File: src/rtl/slot_arb_pkg.sv
package slot_arb_pkg;

  typedef enum logic [1:0] {
    SEL_NONE = 2'd0,
    SEL_MUL  = 2'd1,
    SEL_CMP  = 2'd2
  } bus_sel_e;

  // Phase ownership: the multiplier owns the low phases of each frame.
  function automatic logic mul_owns_phase(input int unsigned phase, input int unsigned mul_slots);
    return phase < mul_slots;
  endfunction

  // Winner selection: the phase owner first, then the other requester as fallback.
  function automatic bus_sel_e pick_winner(input logic mul_owner, input logic mreq, input logic creq);
    bus_sel_e s;
    if (mul_owner) s = mreq ? SEL_MUL : (creq ? SEL_CMP : SEL_NONE);
    else           s = creq ? SEL_CMP : (mreq ? SEL_MUL : SEL_NONE);
    return s;
  endfunction

endpackage

File: src/rtl/arb_phase_ctr.sv
module arb_phase_ctr #(
  parameter int FRAME_LEN = 4,
  parameter int PHASE_W   = 2
) (
  input  logic               clk,
  input  logic               rst_n,
  output logic [PHASE_W-1:0] phase
);
  localparam logic [PHASE_W-1:0] LAST = PHASE_W'(FRAME_LEN - 1);

  always_ff @(posedge clk or negedge rst_n) begin
    if (!rst_n)             phase <= '0;
    else if (phase == LAST) phase <= '0;
    else                    phase <= phase + 1'b1;
  end
endmodule

File: src/rtl/arb_slot_grant.sv
module arb_slot_grant
  import slot_arb_pkg::*;
#(
  parameter int PHASE_W   = 2,
  parameter int MUL_SLOTS = 2
) (
  input  logic [PHASE_W-1:0] phase,
  input  logic               mul_req,
  input  logic               cmp_req,
  output bus_sel_e           sel,
  output logic               mul_gnt,
  output logic               cmp_gnt
);
  logic mul_owner;

  always_comb begin
    mul_owner = mul_owns_phase(int'(phase), MUL_SLOTS);
    sel       = pick_winner(mul_owner, mul_req, cmp_req);
    mul_gnt   = (sel == SEL_MUL);
    cmp_gnt   = (sel == SEL_CMP);
  end
endmodule

File: src/rtl/arb_bus_route.sv
module arb_bus_route
  import slot_arb_pkg::*;
#(
  parameter int ADDR_W = 16,
  parameter int DATA_W = 64
) (
  input  logic              clk,
  input  logic              rst_n,
  input  bus_sel_e          sel,
  input  logic              mul_we,
  input  logic [ADDR_W-1:0] mul_addr,
  input  logic [DATA_W-1:0] mul_wdata,
  input  logic              cmp_we,
  input  logic [ADDR_W-1:0] cmp_addr,
  input  logic [DATA_W-1:0] cmp_wdata,
  output logic              mem_en,
  output logic              mem_we,
  output logic [ADDR_W-1:0] mem_addr,
  output logic [DATA_W-1:0] mem_wdata,
  input  logic [DATA_W-1:0] mem_rdata,
  output logic              mul_rvalid,
  output logic [DATA_W-1:0] mul_rdata,
  output logic              cmp_rvalid,
  output logic [DATA_W-1:0] cmp_rdata
);
  logic mul_rd_now, cmp_rd_now;

  always_comb begin
    mem_en    = 1'b0;
    mem_we    = 1'b0;
    mem_addr  = '0;
    mem_wdata = '0;
    unique case (sel)
      SEL_MUL: begin
        mem_en = 1'b1; mem_we = mul_we; mem_addr = mul_addr; mem_wdata = mul_wdata;
      end
      SEL_CMP: begin
        mem_en = 1'b1; mem_we = cmp_we; mem_addr = cmp_addr; mem_wdata = cmp_wdata;
      end
      default: ;
    endcase
    mul_rd_now = (sel == SEL_MUL) && !mul_we;
    cmp_rd_now = (sel == SEL_CMP) && !cmp_we;
  end

  always_ff @(posedge clk or negedge rst_n) begin
    if (!rst_n) begin
      mul_rvalid <= 1'b0;
      cmp_rvalid <= 1'b0;
    end else begin
      mul_rvalid <= mul_rd_now;
      cmp_rvalid <= cmp_rd_now;
    end
  end

  assign mul_rdata = mul_rvalid ? mem_rdata : '0;
  assign cmp_rdata = cmp_rvalid ? mem_rdata : '0;
endmodule

File: src/rtl/arb_util_cnt.sv
module arb_util_cnt #(
  parameter int CNT_W = 32
) (
  input  logic             clk,
  input  logic             rst_n,
  input  logic             inc,
  output logic [CNT_W-1:0] count
);
  always_ff @(posedge clk or negedge rst_n) begin
    if (!rst_n)   count <= '0;
    else if (inc) count <= count + 1'b1;
  end
endmodule

File: src/rtl/slotted_bus_arb.sv
module slotted_bus_arb
  import slot_arb_pkg::*;
#(
  parameter int ADDR_W    = 16,
  parameter int DATA_W    = 64,
  parameter int FRAME_LEN = 4,
  parameter int MUL_SLOTS = 2,
  parameter int CNT_W     = 32,
  localparam int PHASE_W  = (FRAME_LEN > 1) ? $clog2(FRAME_LEN) : 1
) (
  input  logic               clk,
  input  logic               rst_n,
  input  logic               mul_req,
  input  logic               mul_we,
  input  logic [ADDR_W-1:0]  mul_addr,
  input  logic [DATA_W-1:0]  mul_wdata,
  output logic               mul_gnt,
  output logic               mul_rvalid,
  output logic [DATA_W-1:0]  mul_rdata,
  input  logic               cmp_req,
  input  logic               cmp_we,
  input  logic [ADDR_W-1:0]  cmp_addr,
  input  logic [DATA_W-1:0]  cmp_wdata,
  output logic               cmp_gnt,
  output logic               cmp_rvalid,
  output logic [DATA_W-1:0]  cmp_rdata,
  output logic               mem_en,
  output logic               mem_we,
  output logic [ADDR_W-1:0]  mem_addr,
  output logic [DATA_W-1:0]  mem_wdata,
  input  logic [DATA_W-1:0]  mem_rdata,
  output logic [PHASE_W-1:0] slot_phase,
  output logic [CNT_W-1:0]   busy_cnt,
  output logic [CNT_W-1:0]   total_cnt
);
  localparam int N_CNT = 2;

  bus_sel_e         sel;
  logic [N_CNT-1:0] cnt_inc;
  logic [CNT_W-1:0] cnt_val [N_CNT];

  arb_phase_ctr #(.FRAME_LEN(FRAME_LEN), .PHASE_W(PHASE_W)) u_phase (
    .clk(clk), .rst_n(rst_n), .phase(slot_phase)
  );

  arb_slot_grant #(.PHASE_W(PHASE_W), .MUL_SLOTS(MUL_SLOTS)) u_grant (
    .phase(slot_phase), .mul_req(mul_req), .cmp_req(cmp_req),
    .sel(sel), .mul_gnt(mul_gnt), .cmp_gnt(cmp_gnt)
  );

  arb_bus_route #(.ADDR_W(ADDR_W), .DATA_W(DATA_W)) u_route (
    .clk(clk), .rst_n(rst_n), .sel(sel),
    .mul_we(mul_we), .mul_addr(mul_addr), .mul_wdata(mul_wdata),
    .cmp_we(cmp_we), .cmp_addr(cmp_addr), .cmp_wdata(cmp_wdata),
    .mem_en(mem_en), .mem_we(mem_we), .mem_addr(mem_addr),
    .mem_wdata(mem_wdata), .mem_rdata(mem_rdata),
    .mul_rvalid(mul_rvalid), .mul_rdata(mul_rdata),
    .cmp_rvalid(cmp_rvalid), .cmp_rdata(cmp_rdata)
  );

  // index 0: busy cycles, index 1: all cycles
  assign cnt_inc = {1'b1, mem_en};

  for (genvar g = 0; g < N_CNT; g++) begin : g_cnt
    arb_util_cnt #(.CNT_W(CNT_W)) u_cnt (
      .clk(clk), .rst_n(rst_n), .inc(cnt_inc[g]), .count(cnt_val[g])
    );
  end

  assign busy_cnt  = cnt_val[0];
  assign total_cnt = cnt_val[1];
endmodule

File: config.mk
export PLATFORM = sky130hd
export DESIGN_NAME = slotted_bus_arb
export DESIGN_NICKNAME = d
export VERILOG_FILES = /design/src/rtl/slot_arb_pkg.sv /design/src/rtl/arb_phase_ctr.sv /design/src/rtl/arb_slot_grant.sv /design/src/rtl/arb_bus_route.sv /design/src/rtl/arb_util_cnt.sv /design/src/rtl/slotted_bus_arb.sv
export SDC_FILE = /design/constraint.sdc
export NUM_CORES = 1
export LEC_CHECK = 0
export BUFFER_PORTS_ARGS = -buffer_cell sky130_fd_sc_hd__buf_2
export CAP_MARGIN = 20
export CELL_PAD_IN_SITES_DETAIL_PLACEMENT = 0
export CELL_PAD_IN_SITES_GLOBAL_PLACEMENT = 2
export CORE_AREA = 2 2 200 202
export DETAILED_ROUTE_END_ITERATION = 10
export DIE_AREA = 0 0 202 204
export MAX_ROUTING_LAYER = met4
export PLACE_DENSITY = 0.71
export SLEW_MARGIN = 10
export SYNTH_ARGS = -nofsm -noshare
export SYNTH_HDL_FRONTEND = slang
export SYNTH_HIERARCHICAL = 1
export SYNTH_SLANG_ARGS = --single-unit
File: constraint.sdc
create_clock -name clk -period 3.4 [get_ports clk]
set_clock_uncertainty 0.05 [all_clocks]
set_input_delay 0.17 -clock clk [delete_from_list [all_inputs] [get_ports clk]]
set_output_delay 0.17 -clock clk [all_outputs]
set_load 0.05 [all_outputs]
==> metrics.yaml, run 1 <==
layout:
  layout-drive-gt1-share_pct: 50.14
  fin_util_pct: 21.74
  syn2layout_area_growth_pct: 64.79
  fin_nets: 1331
floorplanning:
  die_h_um: 204
  fp.dieArea_mm2: 0.04121
  io_pins: 510
  die_w_um: 202
  core-area_mm2: 0.03918
  initial_utilization_pct: 13.19
  row_count: 73
routing:
  viasPerCell: 3.875
  num_vias: 6304
  antenna_left: 0
  drt-total-wl_mm: 24.63
  wl_per_cell_um: 15.14
  drc: 0
  drtIter0Drc: 395
  firstDrtPassIters: 4
clock_network:
  htreeDepth: 3
  post-cts-setup-buffers: 0
  clock_latency_ns: 0.33
  tritoncts: "built"
  cts_sinks: 68
  cts-root-buf: "clkbuf_16"
  clkTransAtPathRegs_ns: 0.06
  cts_buffers: 9
  clockBufferDepth: 2
global_route:
  grt_max_degree: 82
  grt_pass1_vias: 5807
  gr-total-overflow: 0
  globalRouteTotalUtil_pct: 11.23
  antenna_found_initial: 3
  grt_pass1_wl_mm: 35.02
power:
  p_leak_nw: 4.725
  cellPowerDensity_mw_per_mm2: 404.3
  ir_drop_mv: 0.3053
  finalPower_mw: 3.444
status:
  status: "completed"
synth:
  synthCells: 595
  synthTopCellsByArea: "dfrtp_1 33%, and2_1 16%, a22oi_1 12%, xnor2_1 6.4%, nor2_1 6.4%"
  synth_area_leader_cell: "dfrtp_1"
  synth_area_mm2: 0.005170
  async_reset_ff_share_pct: 100.0
  synth_top_area_share_pct: 32.91
  yosysMostFrequentCell: "and2_1"
  seq_area_frac_synth_pct: 32.91
  ys_warn_count: 6
  synth_edf_count: 0
  synth_area_per_cell_um2: 8.689
  yosysUniqueCellTypes: 31
  ys.flop_type: "dfrtp_1"
  synth_commonest_cells: "132 x and2_1, 88 x nor2_1, 81 x a22oi_1"
  synth_seq_cells: 68
timing:
  period_needed_ns: 2.806
  fin_setup_tns_ns: 0
  period_share_pct: 82.53
  drv_slew: 0
  tightest_slew_ns: 0.8414
  setup_violations: 0
  fmax_ghz: 0.3564
  rsz0062_at_grt: "false"
  fin_ws_ns: 0.5938
  max_slew_margin_pct: 43.39
  hold_viol: 0
placement:
  place_congestion: 0.7656
  preCtsSetupSlack_ns: 0.7734
  numPortBuffers: 509
  hpwl_mm: 20.42
flow_run:
  maxCapViolCount: 0
worst_setup_path:
  arrival_ns: 2.59
  regToRegStartpoint: "u_phase/phase[1]"
  crit_start: "u_phase/phase[1]"
  crit_fanout: 49
  endpoint_kind: "output pin"
  start_kind: "flip-flop"
  critPathRequiredTime_ns: 3.18
  critPathKind: "reg -> out"
min_path:
  hold_class: "in -> async"
==> worst paths after layout <==
kind	endpoint	slack (ns)	cells after the start
setup / recovery	mem_wdata[19]	0.59	6
hold / removal	g_cnt[1].u_cnt/count[5]	0.30	2
setup reg to reg	g_cnt[0].u_cnt/count[23]	0.76	8
hold reg to reg	u_phase/phase[0]	0.40	1
max in group asynchronous	g_cnt[0].u_cnt/count[22]	2.27	3
min in group clk	u_phase/phase[0]	0.40	1
==> registers in the layout, indices dropped and copies added, names as in the netlist <==
signal,cells
u_route/mul_rvalid,1
u_phase/phase,2
g_cnt.u_cnt/count,64
u_route/cmp_rvalid,1
==> what timing repair did <==
item                      CTS  global route
resized for setup           0             0
hold buffers                3             0
hold endpoints to repair   21             0
==> report_power, final <==
part / switching, mW / internal [mW]
registers: 0.145 / 0.899
logic: 1.05 / 0.392
clock network: 0.348 / 0.607
==> cell usage in the layout, fill, tap and decap left out <==
cell	synthesis	final
and4_1	6	6
dlygate4sd3_1	0	3
ha_2	0	2
clkbuf_2	12	1
bufinv_16	0	1
ha_1	5	3
clkinvlp_4	0	4
nand2_1	20	20
nand4_4	2	2
and3_1	8	8
clkbuf_8	2	2
nand3_1	18	18
conb_1	1	6
nor3_1	10	10
a21boi_1	2	2
dfrtp_1	68	68
buf_2	8	509
a22oi_1	81	81
and4_2	2	2
nor4_1	8	8
nor2_1	88	88
buf_12	0	3
a21boi_0	2	2
xnor2_1	38	38
inv_1	8	8
or4_4	2	2
nor3b_1	2	2
clkbuf_16	0	9
and2_1	132	132
buf_4	1	9
diode_2	0	1
nand4_1	20	20
xor2_1	24	24
nor4_2	4	4
nor2b_1	2	2
mux2_2	2	2
==> cells by family after synthesis <==
kind of cell               after synthesis  share of synthesized area [%]
DFF                                     68                          32.91
xor gates and xnor gates                62                          10.50
buffers and inverters                   48                          7.479
muxes                                    2                         0.4356
and+or+nand+nor                        324                          35.04
adders and majority gates                5                          1.210
AOI/OAI and AO/OA                       85                          12.34
other                                    1                        0.07253
==> through the flow <==
stage	instance area, µm²	instances	hold WS (ns)
finish	8519	1627	0.2992
global route	8519	1627	0.3321
CTS	8512	1625	0.3015
detailed placement	8169	1606	0.1208
global placement	8169	1606	0.1199
floorplan	5189	600	-0.1756
==> per-layer routing <==
metal	track usage [%]	routed length [µm]
met4	2.153	255
met3	1.849	1534
met2	18.79	12310
met5	-	0
met1	14.32	10530
==> worst max-delay path, cell delays in order (launching register included) <==
cell	delay, ns
dfrtp_1	0.42
a21boi_0	0.28
ha_2	0.64
buf_12	0.30
a22oi_1	0.20
nor2_1	0.11
buf_2	0.27
==> cell type report <==
class | instances | area (µm²)
inverter | 8 | 30.03
antenna | 1 | 2.502
sequential | 68 | 1702
fill | 4403 | 30660
clock buffer | 11 | 252.7
clock inverter | 5 | 60.06
tap | 525 | 656.9
timing repair buffer | 525 | 2710
multi-input combinational | 484 | 3105
Note: power is estimated with default switching activity, not from simulation.
==> run 2: changes to the inputs <==
- PLACE_DENSITY: 0.71 -> 0.73
- clock period: 3.4 -> 2.3 ns (I/O delays scaled with it)
==> run 2 against run 1 <==
- sequential power up 49%
- count of clock-buffer cells in the layout down 2
- highest routed layer unchanged
- register-to-register slack worse by 0.66 ns
- combinational power up 57%
- clock power up 78%
- largest power group unchanged
- final cell count up 1.7%
- wire length up 25%
- via count up 4.9%
- power up 60%
- critical path depth up 2
==> metrics.yaml, run 2 (same netlist as run 1, synthesis figures left out) <==
timing:
  fmax_ghz: 0.4472
  fin_worst_hold_slack_ns: 0.3103  # was 0.2992 ns
  hold_viol: 0  # unchanged
  period_needed_ns: 2.236
  tightest_slew_ns: 0.6666  # was 0.8414 ns
  fin_ws_ns: 0.06403  # was 0.5938 ns
  max_slew_margin_pct: 55.56  # was 43.39%
  setup_violations: 0  # unchanged
  period_share_pct: 97.22
  drv_slew: 0  # unchanged
  rsz0062_at_grt: "true"  # was false
  fin_setup_tns_ns: 0  # unchanged
power:
  ir_drop_mv: 0.3651  # was 0.3053 mV
  cellPowerDensity_mw_per_mm2: 609.7  # was 404.3 mW/mm²
  finalPower_mw: 5.526  # was 3.444 mW
  p_leak_nw: 4.978  # was 4.725 nW
layout:
  layout-drive-gt1-share_pct: 52.75  # was 50.14%
  num-fill-cells: 4375  # was 4403
  syn2layout_area_growth_pct: 75.31  # was 64.79%
  largest-register: "g_cnt.u_cnt/count"  # unchanged
  mostFrequentLayoutCell: "buf_2"  # unchanged
  fin_nets: 1357  # was 1331
  largest_register_ffs: 64  # unchanged
  final_cell_mix: "489 x buf_2, 132 x and2_1, 88 x nor2_1"  # was 509 x buf_2, 132 x and2_1, 88 x nor2_1
  fin_util_pct: 23.13  # was 21.74%
  reg.largest.list: "g_cnt.u_cnt/count x64, u_phase/phase x2"  # unchanged
worst_setup_path:
  cp-endpoint: "mem_wdata[25]"  # was mem_wdata[19]
  arrival_ns: 2.07  # was 2.59 ns
  endpoint_kind: "output pin"  # unchanged
  regToRegStartpoint: "u_phase/phase[1]"  # unchanged
  start_kind: "flip-flop"  # unchanged
  critPathKind: "reg -> out"  # unchanged
  r2r_end: "g_cnt[0].u_cnt/count[19]"  # was g_cnt[0].u_cnt/count[23]
  critPathRequiredTime_ns: 2.13  # was 3.18 ns
  path_cells: "a21boi_2 -> inv_1 -> ha_4 -> buf_16 -> buf_4 -> a22oi_1 -> nor2_1 -> buf_2"  # was a21boi_0 -> ha_2 -> buf_12 -> a22oi_1 -> nor2_1 -> buf_2
  r2r_setup_slack_ns: 0.10  # was 0.76 ns
  slowest_stage: "dfrtp_2"  # was ha_2
  critPathMaxStageDelay_ns: 0.44  # was 0.64 ns
  crit_fanout: 14  # was 49
  crit_start: "u_phase/phase[1]"  # unchanged
  rr_worst_depth: 8  # unchanged
clock_network:
  clkTransAtPathRegs_ns: 0.06  # about the same
  cts_sinks: 68  # unchanged
  htreeDepth: 3  # unchanged
  clock_latency_ns: 0.34  # was 0.33 ns
  cts_buffers: 9  # unchanged
  clockBufferDepth: 2  # unchanged
  cts-root-buf: "clkbuf_16"  # unchanged
  tritoncts: "built"  # unchanged
placement:
  place_congestion: 0.8443  # was 0.7656
  hpwl_mm: 25.10  # was 20.42 mm
  numPortBuffers: 509  # unchanged
  preCtsSetupSlack_ns: 0.07274  # was 0.7734 ns
status:
  status: "completed"  # unchanged
routing:
  drt-total-wl_mm: 30.71  # was 24.63 mm
  drc: 0  # unchanged
  firstDrtPassIters: 4  # unchanged
  antenna_left: 0  # unchanged
  num_vias: 6616  # was 6304
  drtIter0Drc: 304  # was 395
  wl_per_cell_um: 18.57  # was 15.14 µm
  viasPerCell: 4.000  # was 3.875
global_route:
  antenna_found_initial: 13  # was 3
  gr-total-overflow: 0  # unchanged
  grt_max_degree: 82  # unchanged
  globalRouteTotalUtil_pct: 14.37  # was 11.23%
  grt_pass1_vias: 6623  # was 5807
  grt_pass1_wl_mm: 42.52  # was 35.02 mm
floorplanning:
  fp.dieArea_mm2: 0.04121  # unchanged
  core-area_mm2: 0.03918  # unchanged
  die_w_um: 202  # unchanged
  initial_utilization_pct: 13.19  # unchanged
  row_count: 73  # unchanged
  io_pins: 510  # unchanged
  die_h_um: 204  # unchanged
min_path:
  hold_class: "in -> async"  # unchanged
flow_run:
  maxCapViolCount: 0  # unchanged
==> run 2: changes by cell type in the layout (fill, tap and decap cells not counted), moves of 3 or more <==
cell	previous run	this run
a22oi_1	81	75
a22oi_2	0	6
buf_2	509	489
buf_4	9	45
bufinv_16	1	4
clkbuf_4	0	3
clkinvlp_4	4	1
nor4_1	8	5
==> run 2: metal layers <==
metal  share of wire [%]  up-vias  GRT usage (%)  wire length, µm
met5                   0        -              -                0
met2                  55      359          28.17            16820
met3                 6.1       49          1.977             1882
met4                 2.5        0          4.727              754
li1                    -     3102              -                -
met1                  37     3106          14.56            11250
==> run 2: stage by stage <==
stage	instance area (µm²)	instances
final	9064	1654
after CTS	8911	1646
after detailed placement	8374	1621
after global placement	8374	1621
after global routing	9061	1653
after floorplan	5238	600
==> run 2: worst min path at each step <==
stage / cells after the start / slack, ns / end / from
after global routing: 2 / 0.36 / g_cnt[1].u_cnt/count[21] / rst_n
after floorplan: 0 / -0.23 / g_cnt[0].u_cnt/count[0] / rst_n
final: 2 / 0.31 / g_cnt[1].u_cnt/count[5] / rst_n
after CTS: 2 / 0.32 / g_cnt[1].u_cnt/count[14] / rst_n
after global placement: 1 / 0.15 / g_cnt[1].u_cnt/count[5] / rst_n
after detailed placement: 1 / 0.15 / g_cnt[1].u_cnt/count[5] / rst_n
==> run 2: power breakdown <==
group	internal (mW)	leakage (nW)	switching (mW)	total [mW]
Combinational	0.656	3.90	1.62	2.27
Clock	1.17	0.176	0.538	1.70
Sequential	1.33	0.905	0.220	1.55
Total	3.15	4.98	2.38	5.53
==> run 2: cell type report <==
type,instances,area (µm²),area share [%]
multi-input cells,484,3222,35.55
repair buffers,551,3078,33.96
flip-flops and latches,68,1703,18.79
well taps,525,656.9,7.247
clock buffers,9,225.2,2.485
clock inverters,6,137.6,1.518
inverters,8,33.78,0.3727
diodes,3,7.507,0.08283
==> run 2: worst max-delay path: cells and delay by family, from the launching register on <==
family	cells	cell delay, ns
compound gates	2	0.36
buf+inv	4	0.64
fa+ha+maj	1	0.21
flops	1	0.44
simple gates	1	0.06
==> run 2: timing repair <==
item                                    in CTS  in global routing
endpoints found under the setup margin      66                 83
cloned                                       1                  2
gates resized for setup                     15                 20
pin swaps                                    0                  2
hold buffers                                 3                  0
setup buffers                                6                  3
hold endpoints to repair                    24                  0
==> run 3: changes to the inputs <==
- MAX_ROUTING_LAYER: met4 -> default
==> run 3 against run 2 <==
- count of clock-buffer cells in the layout unchanged
- critical path type unchanged
- global-route usage down 0.42 points
- critical endpoint unchanged
- via count hardly changed
==> metrics.yaml, run 3 (same netlist as run 1, synthesis figures left out) <==
power:
  p_leak_nw: 4.978  # about the same
  cellPowerDensity_mw_per_mm2: 609.4  # was 609.7 mW/mm²
  ir_drop_mv: 0.3651  # about the same
  finalPower_mw: 5.524  # was 5.526 mW
worst_setup_path:
  endpoint_kind: "output pin"  # unchanged
  path_cells: "a21boi_2 -> inv_1 -> ha_4 -> buf_16 -> buf_4 -> a22oi_1 -> nor2_1 -> buf_2"  # unchanged
  crit_fanout: 14  # unchanged
  regToRegStartpoint: "u_phase/phase[1]"  # unchanged
  start_kind: "flip-flop"  # unchanged
  critPathMaxStageDelay_ns: 0.43  # was 0.44 ns
  critPathRequiredTime_ns: 2.13  # about the same
  crit_start: "u_phase/phase[1]"  # unchanged
  arrival_ns: 2.06  # was 2.07 ns
  critPathKind: "reg -> out"  # unchanged
  cp_top_family: "buffers and inverters"  # unchanged
  slowest_stage: "dfrtp_2"  # unchanged
  cp_num_buf_inv: 4  # unchanged
clock_network:
  tritoncts: "built"  # unchanged
  clock_latency_ns: 0.34  # about the same
  cts_buffers: 9  # unchanged
  cts_sinks: 68  # unchanged
  clkTransAtPathRegs_ns: 0.06  # about the same
  clockBufferDepth: 2  # unchanged
  htreeDepth: 3  # unchanged
  cts-root-buf: "clkbuf_16"  # unchanged
routing:
  viasPerCell: 3.997  # was 4.000
  drc: 0  # unchanged
  firstDrtPassIters: 4  # unchanged
  antenna_left: 0  # unchanged
  num_vias: 6615  # was 6616
  drt-total-wl_mm: 30.68  # was 30.71 mm
  drtIter0Drc: 275  # was 304
  wl_per_cell_um: 18.54  # was 18.57 µm
placement:
  numPortBuffers: 509  # unchanged
  hpwl_mm: 25.10  # unchanged
  dpl.cell_count: 1621  # unchanged
  place_congestion: 0.8315  # was 0.8443
timing:
  drv_slew: 0  # unchanged
  period_needed_ns: 2.225  # was 2.236 ns
  fin_worst_hold_slack_ns: 0.3148  # was 0.3103 ns
  max_slew_margin_pct: 55.52  # was 55.56%
  setup_violations: 0  # unchanged
  period_share_pct: 96.74  # was 97.22%
  rsz0062_at_grt: "true"  # unchanged
  fmax_ghz: 0.4494  # was 0.4472 GHz
  hold_viol: 0  # unchanged
  tightest_slew_ns: 0.6672  # was 0.6666 ns
  fin_setup_tns_ns: 0  # unchanged
floorplanning:
  io_pins: 510  # unchanged
  fp.dieArea_mm2: 0.04121  # unchanged
  row_count: 73  # unchanged
  die_h_um: 204  # unchanged
  core-area_mm2: 0.03918  # unchanged
  initial_utilization_pct: 13.19  # unchanged
  die_w_um: 202  # unchanged
layout:
  final_cell_mix: "491 x buf_2, 132 x and2_1, 87 x nor2_1"  # was 489 x buf_2, 132 x and2_1, 88 x nor2_1
  mostFrequentLayoutCell: "buf_2"  # unchanged
  largest-register: "g_cnt.u_cnt/count"  # unchanged
  reg.largest.list: "g_cnt.u_cnt/count x64, u_phase/phase x2"  # unchanged
  fin_nets: 1357  # unchanged
  fin_cells: 1655  # was 1654
  fin_util_pct: 23.13  # unchanged
  layout-drive-gt1-share_pct: 52.84  # was 52.75%
  largest_register_ffs: 64  # unchanged
  syn2layout_area_growth_pct: 75.31  # unchanged
global_route:
  globalRouteTotalUtil_pct: 13.95  # was 14.37%
  grt_pass1_wl_mm: 42.49  # was 42.52 mm
  grt_pass1_vias: 6612  # was 6623
  gr-total-overflow: 0  # unchanged
  grt_max_degree: 82  # unchanged
  antenna_found_initial: 13  # unchanged
status:
  status: "completed"  # unchanged
min_path:
  hold_class: "in -> async"  # unchanged
flow_run:
  maxCapViolCount: 0  # unchanged
[run 3: cell count changes in the layout (fill, tap and decap cells not counted), sizes merged]
cell	change
buf	+1
clkbuf	-1
diode	+1
[run 3: cell type report]
type                    count  area, µm²
clock buffers               9      225.2
multi-input cells         484       3224
flip-flops and latches     68       1703
diodes                      4      10.01
clock inverters             6      137.6
repair buffers            551       3073
fillers                  4376      30120
inverters                   8      33.78
well taps                 525      656.9
[run 3: worst register-to-register path: stages (launching register included)]
cell and delay [ns]:
dfrtp_2 0.43, a21boi_2 0.15, inv_1 0.09, ha_4 0.30, clkinvlp_4 0.13, nand4_4 0.10, or4_4 0.48, nor3b_2 0.22
xor2_1 0.15
[run 3: report_power, final]
part | leakage (nW) | switching (mW) | internal (mW)
clock network | 0.176 | 0.532 | 1.17
logic | 3.90 | 1.62 | 0.655
registers | 0.905 | 0.221 | 1.33
[run 3: metal layers]
layer,global-route usage [%],share of wire [%]
met2,28.14,54
met1,14.29,36
met3,2.264,6.9
met5,0,0
met4,4.963,3.0
[run 3: worst paths after layout]
check | endpoint | cells after the start | slack (ns)
min in group clk | u_phase/phase[0] | 1 | 0.40
worst min-delay path | g_cnt[1].u_cnt/count[21] | 2 | 0.31
worst max-delay path | mem_wdata[25] | 8 | 0.08
worst max register to register | g_cnt[0].u_cnt/count[19] | 8 | 0.11
worst min register to register | u_phase/phase[0] | 1 | 0.40
max in group asynchronous | g_cnt[0].u_cnt/count[0] | 3 | 1.14
[run 3: through the flow]
step                      setup WS, ns  instance area (µm²)
after floorplan                -0.3481                 5238
after global placement          0.1244                 8374
after detailed placement       0.07274                 8374
after CTS                    -0.004912                 8911
after global routing         -0.006010                 9059
final                          0.07501                 9064
[run 3: timing repair]
action	CTS	global route
pin swaps	0	2
hold endpoints to repair	24	0
buffers inserted	6	3
gates cloned	1	2
hold buffers	3	0
endpoints found under the setup margin	66	83
resized for setup	15	18
